[src/rtl/fpcmp_pkg.sv]
package fpcmp_pkg;

    localparam int OPW = 64;
    localparam int MAGW = OPW - 1;

    typedef enum logic [1:0] {
        PREC_SGL = 2'b00,
        PREC_DBL = 2'b01,
        PREC_RSV = 2'b10,
        PREC_HLF = 2'b11
    } prec_e;

    localparam logic [3:0] FLAG_LT = 4'b1000;
    localparam logic [3:0] FLAG_EQ = 4'b0110;
    localparam logic [3:0] FLAG_GT = 4'b0010;
    localparam logic [3:0] FLAG_UN = 4'b0011;

    typedef struct packed {
        logic            sign;
        logic [MAGW-1:0] mag;
        logic            nan;
        logic            snan;
        logic            zero;
    } opnd_t;

    typedef struct packed {
        logic       valid;
        logic [3:0] nzcv;
        logic       inv;
    } state_t;

endpackage

[src/rtl/fpcmp_field.sv]
module fpcmp_field
    import fpcmp_pkg::*;
#(
    parameter int EW = 8,
    parameter int FW = 23,
    localparam int MW = EW + FW
) (
    input  logic [MW:0] raw_i,
    output opnd_t       opnd_o
);

    logic [EW-1:0] expo;
    logic [FW-1:0] frac;
    logic          exp_ones;
    logic          frac_nz;

    always_comb begin
        expo     = raw_i[MW-1:FW];
        frac     = raw_i[FW-1:0];
        exp_ones = &expo;
        frac_nz  = |frac;

        opnd_o            = '0;
        opnd_o.sign       = raw_i[MW];
        opnd_o.mag[MW-1:0] = raw_i[MW-1:0];
        opnd_o.nan        = exp_ones & frac_nz;
        opnd_o.snan       = exp_ones & frac_nz & ~frac[FW-1];
        opnd_o.zero       = ~|raw_i[MW-1:0];
    end

endmodule

[src/rtl/fpcmp_unpack.sv]
module fpcmp_unpack
    import fpcmp_pkg::*;
#(
    parameter int HLF_EW = 5,
    parameter int HLF_FW = 10,
    parameter int SGL_EW = 8,
    parameter int SGL_FW = 23,
    parameter int DBL_EW = 11,
    parameter int DBL_FW = 52,
    localparam int NFMT = 3
) (
    input  logic [1:0]     prec_i,
    input  logic           force_zero_i,
    input  logic [OPW-1:0] raw_i,
    output opnd_t          opnd_o
);

    opnd_t fmt_opnd [NFMT];

    for (genvar g = 0; g < NFMT; g++) begin : g_fmt
        localparam int EW = (g == 0) ? HLF_EW : (g == 1) ? SGL_EW : DBL_EW;
        localparam int FW = (g == 0) ? HLF_FW : (g == 1) ? SGL_FW : DBL_FW;
        fpcmp_field #(
            .EW(EW),
            .FW(FW)
        ) field_i (
            .raw_i (raw_i[EW+FW:0]),
            .opnd_o(fmt_opnd[g])
        );
    end

    always_comb begin
        unique case (prec_e'(prec_i))
            PREC_HLF: opnd_o = fmt_opnd[0];
            PREC_DBL: opnd_o = fmt_opnd[2];
            default:  opnd_o = fmt_opnd[1];
        endcase
        if (force_zero_i) begin
            opnd_o      = '0;
            opnd_o.zero = 1'b1;
        end
    end

endmodule

[src/rtl/fpcmp_order.sv]
module fpcmp_order
    import fpcmp_pkg::*;
(
    input  opnd_t      a_i,
    input  opnd_t      b_i,
    output logic [3:0] nzcv_o,
    output logic       inv_o
);

    logic mag_lt;
    logic mag_eq;

    always_comb begin
        mag_lt = a_i.mag < b_i.mag;
        mag_eq = a_i.mag == b_i.mag;
        inv_o  = a_i.snan | b_i.snan;

        if (a_i.nan || b_i.nan) begin
            nzcv_o = FLAG_UN;
        end else if (a_i.zero && b_i.zero) begin
            nzcv_o = FLAG_EQ;
        end else if (a_i.sign != b_i.sign) begin
            nzcv_o = a_i.sign ? FLAG_LT : FLAG_GT;
        end else if (mag_eq) begin
            nzcv_o = FLAG_EQ;
        end else if (mag_lt ^ a_i.sign) begin
            nzcv_o = FLAG_LT;
        end else begin
            nzcv_o = FLAG_GT;
        end
    end

endmodule

[src/rtl/fp_cmp_flags.sv]
module fp_cmp_flags
    import fpcmp_pkg::*;
(
    input  logic        clk_i,
    input  logic        rst_ni,
    input  logic        valid_i,
    input  logic [1:0]  prec_i,
    input  logic        zero_cmp_i,
    input  logic [63:0] op_a_i,
    input  logic [63:0] op_b_i,
    output logic        valid_o,
    output logic [3:0]  nzcv_o,
    output logic        invalid_o
);

    opnd_t      opnd_a;
    opnd_t      opnd_b;
    logic [3:0] cmp_nzcv;
    logic       cmp_inv;
    state_t     st_d;
    state_t     st_q;

    fpcmp_unpack unpack_a_i (
        .prec_i      (prec_i),
        .force_zero_i(1'b0),
        .raw_i       (op_a_i),
        .opnd_o      (opnd_a)
    );

    fpcmp_unpack unpack_b_i (
        .prec_i      (prec_i),
        .force_zero_i(zero_cmp_i),
        .raw_i       (op_b_i),
        .opnd_o      (opnd_b)
    );

    fpcmp_order order_i (
        .a_i   (opnd_a),
        .b_i   (opnd_b),
        .nzcv_o(cmp_nzcv),
        .inv_o (cmp_inv)
    );

    always_comb begin
        st_d       = st_q;
        st_d.valid = valid_i;
        if (valid_i) begin
            st_d.nzcv = cmp_nzcv;
            st_d.inv  = cmp_inv;
        end
    end

    always_ff @(posedge clk_i or negedge rst_ni) begin
        if (!rst_ni) begin
            st_q <= '0;
        end else begin
            st_q <= st_d;
        end
    end

    assign valid_o   = st_q.valid;
    assign nzcv_o    = st_q.nzcv;
    assign invalid_o = st_q.inv;

endmodule

[config.mk]
export PLATFORM = sky130hd
export DESIGN_NAME = fp_cmp_flags
export DESIGN_NICKNAME = d
export VERILOG_FILES = /design/src/rtl/fpcmp_pkg.sv /design/src/rtl/fpcmp_field.sv /design/src/rtl/fpcmp_unpack.sv /design/src/rtl/fpcmp_order.sv /design/src/rtl/fp_cmp_flags.sv
export SDC_FILE = /design/constraint.sdc
export NUM_CORES = 1
export LEC_CHECK = 0
export ABC_AREA = 1
export BUFFER_PORTS_ARGS = -buffer_cell sky130_fd_sc_hd__buf_4
export CORE_ASPECT_RATIO = 1.4
export CORE_MARGIN = 10
export CORE_UTILIZATION = 43
export DETAILED_ROUTE_END_ITERATION = 8
export GPL_ROUTABILITY_DRIVEN = 0
export PLACE_DENSITY = 0.76
export SLEW_MARGIN = 5
export SYNTH_ARGS = -nofsm -noshare
export SYNTH_HDL_FRONTEND = slang
export SYNTH_SLANG_ARGS = --single-unit
export TNS_END_PERCENT = 20
[constraint.sdc]
create_clock -name clk_i -period 0.8 [get_ports clk_i]
set_clock_uncertainty 0.1 [all_clocks]
set_input_delay 0.12 -clock clk_i [delete_from_list [all_inputs] [get_ports clk_i]]
set_output_delay 0.12 -clock clk_i [all_outputs]
set_load 0.05 [all_outputs]
==> metrics.md <==
| Metric | Value |
|---|---|
| Count of TritonRoute iterations in the first routing pass | 5 |
| Fmax achieved | 479 MHz |
| Final-report max-slew violation count | 0 |
| Initial Utilization | between 40% and 50% |
| Vias in the first global route | between 4,000 and 5,000 |
| Standard cell core area | ~7700 um^2 |
| Detailed-route wire length | 13,700 um |
| Clock Sink Count | 6 |
| Proportion of layout cells with a drive suffix above 1 | between 30% and 40% |
| Antenna violations before repair | 0 |
| Number of failing hold endpoints at the final stage | 1 |
| Synthesized cell area | 3340 um^2 |
| Power per standard cell area | ~660 nW/um^2 |
| Total of endpoints with negative setup slack in the final report | 11 |
| Clock period minus worst slack | between 2 and 2.5 ns |
| Area of the die | between 10,000 and 15,000 um^2 |
| Type of the most critical hold path | primary input to flop |
| Path depth of the worst reg2reg path | 2 |
| Worst-Skew Late Latency | 0.22 ns |
| Synth unique cells | 25 |
| Gate count of the mapped netlist | between 600 and 700 |
| Worst Hold Depth | 1 |
| Routed length on met2 | 7300 um |
| Wire length of the first global-routing pass | ~22,000 um |
| Num ports | between 100 and 150 |
| Setup repair after global routing missed its margin | true |
| CP arrival | about 2.1 ns |
| Top FF cell, synth | dfrtp_1 |
| Worst Setup Start Kind | primary input |
| Post-route non-filler standard cell count | 970 |
| Core utilization of the finished layout | between 70 and 80% |
| Die extent in x | roughly 94 um |
| Portion of the post-synthesis area used by sequential elements | between 4 and 5% |
| CTS tree | built |
| Met3 wire length | about 800 um |
| Type of the worst setup path | primary input to flop |
| Worst vdd rail ir drop | roughly 0.7 mV |
| Max Cap Viol | 0 |
| Depth of the CTS H-tree | 1 |
| Setup ws final | -1.29 ns |
| Post-synth EDFFs | 0 |
| Placement-stage cell area | about 5300 um^2 |
| Fin crit share | 261% |
| Leakage Power | around 0.0030 uW |
| Slew Limit Headroom | roughly four fifths |
| Maximum buffer depth of the clock tree | 2 |
| Detail Placement HPWL | roughly 12,000 um |
| Antenna diode count | 0 |
| Share of async-settable or async-resettable flops after synthesis | between 90% and 100% |
| Detailed-route DRC error count | 0 |
| CTS root buf | clkbuf_8 |
| Vias | roughly 5,000 |
| CP endpoint kind | flop |
| Clock input transition at the sequential cells of the worst setup and hold paths | 0.03 ns |
| Transition time of the tightest slew-check pin | approximately 0.28 ns |
| Overall global routing resource usage | 22.2% |
| Layout Nets | 1,069 |
| Number of port buffers | between 100 and 150 |
| Placed Instances | roughly 960 |
| Ys Warns | 0 |
| Top layer used by detailed routing | met4 |
| Routed wirelength normalized by instance count | 14.1 um |
| Detail-routed via count per cell | between 5 and 6 |
| Starting DRT DRC Count | ~200 |
| Clock buffer count from CTS | 3 |
| Overflow left after global routing | 0 |
| Post-cts hold buffer count | 1 |
| Synthesized area divided by synthesized cell count | a little over 5 um^2 |
| Finished Cell Area | ~5600 um^2 |
| Largest driver fanout on the critical path | 5 |
| Data required, critical path | between 0.8 and 0.9 ns |
| Min Hold Slack | -0.0263 ns |
| Number of core rows | 38 |
| Failing checks | hold timing, setup timing |
| Outcome | finished with violations |
| Die outline height | 124 um |
| Remaining antenna violation count | 0 |
| Syn_nets | ~850 |
| Growth of design area from synthesis to finish | 66.6% |
| Post-synthesis register bit count | 6 |
| Layout filler cell count | approximately 670 |
| Wire length on met1 | about 5300 um |
| Pin count of the biggest net entering global routing | 22 |
[synth_stat cells (2+ instances only)]
master    instances  area share, %
o22ai_1           2           0.37
ha_1             63             24
a21o_1            4           0.90
o21ai_0           5           0.75
buf_2             4           0.60
clkbuf_1          5           0.56
nand3_1          33            4.9
a21oi_2           2           0.52
inv_1            83            9.3
inv_2             3           0.34
a21oi_1          27            4.0
dfrtp_1           6            4.5
nor3_1           10            1.5
nand4_1          15            2.8
nor4_1            2           0.37
nand2_1         210             24
nor2_2            7            1.3
nor2_1          163             18
[path summary, 6_finish.rpt]
check | endpoint | slack [ns] | from
min | valid_o$_DFF_PN0_ | -0.03 | valid_i
min in group asynchronous | valid_o$_DFF_PN0_ | 0.15 | rst_ni
min reg2reg | nzcv_o[2]$_DFFE_PN0P_ | 0.42 | nzcv_o[2]$_DFFE_PN0P_
max reg2reg | invalid_o$_DFFE_PN0P_ | 0.02 | invalid_o$_DFFE_PN0P_
max in group asynchronous | invalid_o$_DFFE_PN0P_ | 0.34 | rst_ni
max | nzcv_o[3]$_DFFE_PN0P_ | -1.29 | prec_i[1]
[critical path, cell delays in order]
cell and delay [ns]:
buf_6 0.10, nor2_4 0.10, inv_2 0.06, nor2_4 0.15, buf_6 0.18, nand2_4 0.07, ha_4 0.27, nand4_1 0.19
buf_4 0.22, nor2_4 0.09, nand4_1 0.09, nor2_1 0.11, nand2_1 0.10, nand2_2 0.08, nor2_2 0.04, nand3_1 0.07
nand2_1 0.05
[metrics by stage]
step                worst slack, ns  total power, uW  setup TNS [ns]  hold WS [ns]
global route                  -1.48             4010           -6.94       -0.0250
detailed placement            -1.52             3050           -6.11        -0.167
floorplan                     -1.26             1690           -4.49        -0.276
global placement              -1.46             2980           -5.90        -0.169
finish                        -1.29             3680           -6.07       -0.0263
CTS                           -1.26             3620           -5.89       -0.0353
[state kept, by name (all words and copies together), names as in the netlist]
signal,cells
nzcv_o,4
valid_o,1
invalid_o,1
[cell usage in the layout (no fill, tap or decap), drive strengths merged]
| cell | count |
|---|---|
| buf | 226 |
| clkbuf | 3 |
| o221ai | 1 |
| a21oi | 29 |
| dlygate4sd3 | 1 |
| o21ai | 6 |
| nand3b | 1 |
| inv | 86 |
| ha | 63 |
| nor2 | 171 |
| nor4 | 2 |
| nand4 | 15 |
| nand3 | 33 |
| a21o | 4 |
| nand2 | 211 |
| o22ai | 2 |
| dfrtp | 6 |
| nor3 | 10 |
[area by class of cell]
cell class	instances	area [um^2]	area share [%]
multi-input combinational	548	3120	56.1
timing repair buffer	227	1800	32.4
inverter	86	325	5.85
sequential	6	150	2.70
tap	100	125	2.25
clock buffer	3	41.3	0.742
[power by group]
part,switching [uW],internal (uW),total (uW)
logic,1480,1380,2860
registers,28.9,338,367
clock network,126,323,449
total,1640,2040,3680
[cell families after synthesis]
| kind of cell | synth area share, % |
|---|---|
| adders and majority gates | 23.6 |
| and+or+nand+nor | 53.6 |
| AOI/OAI and AO/OA | 7.01 |
| DFF | 4.50 |
| buffers and inverters | 11.3 |
[layer usage]
layer,vias to the layer above,GRT usage (%)
li1,2495,-
met1,2189,24.0
met2,167,42.9
met3,26,3.14
met4,0,4.59
met5,-,0
[repair_timing]
action,CTS,global route
buffers inserted,2,1
endpoints found under the hold margin,7,1
pin swaps,14,0
endpoints found under the setup margin,11,11
gates resized for setup,36,12
cloned,1,0
Note: power is estimated with default switching activity, not from simulation.
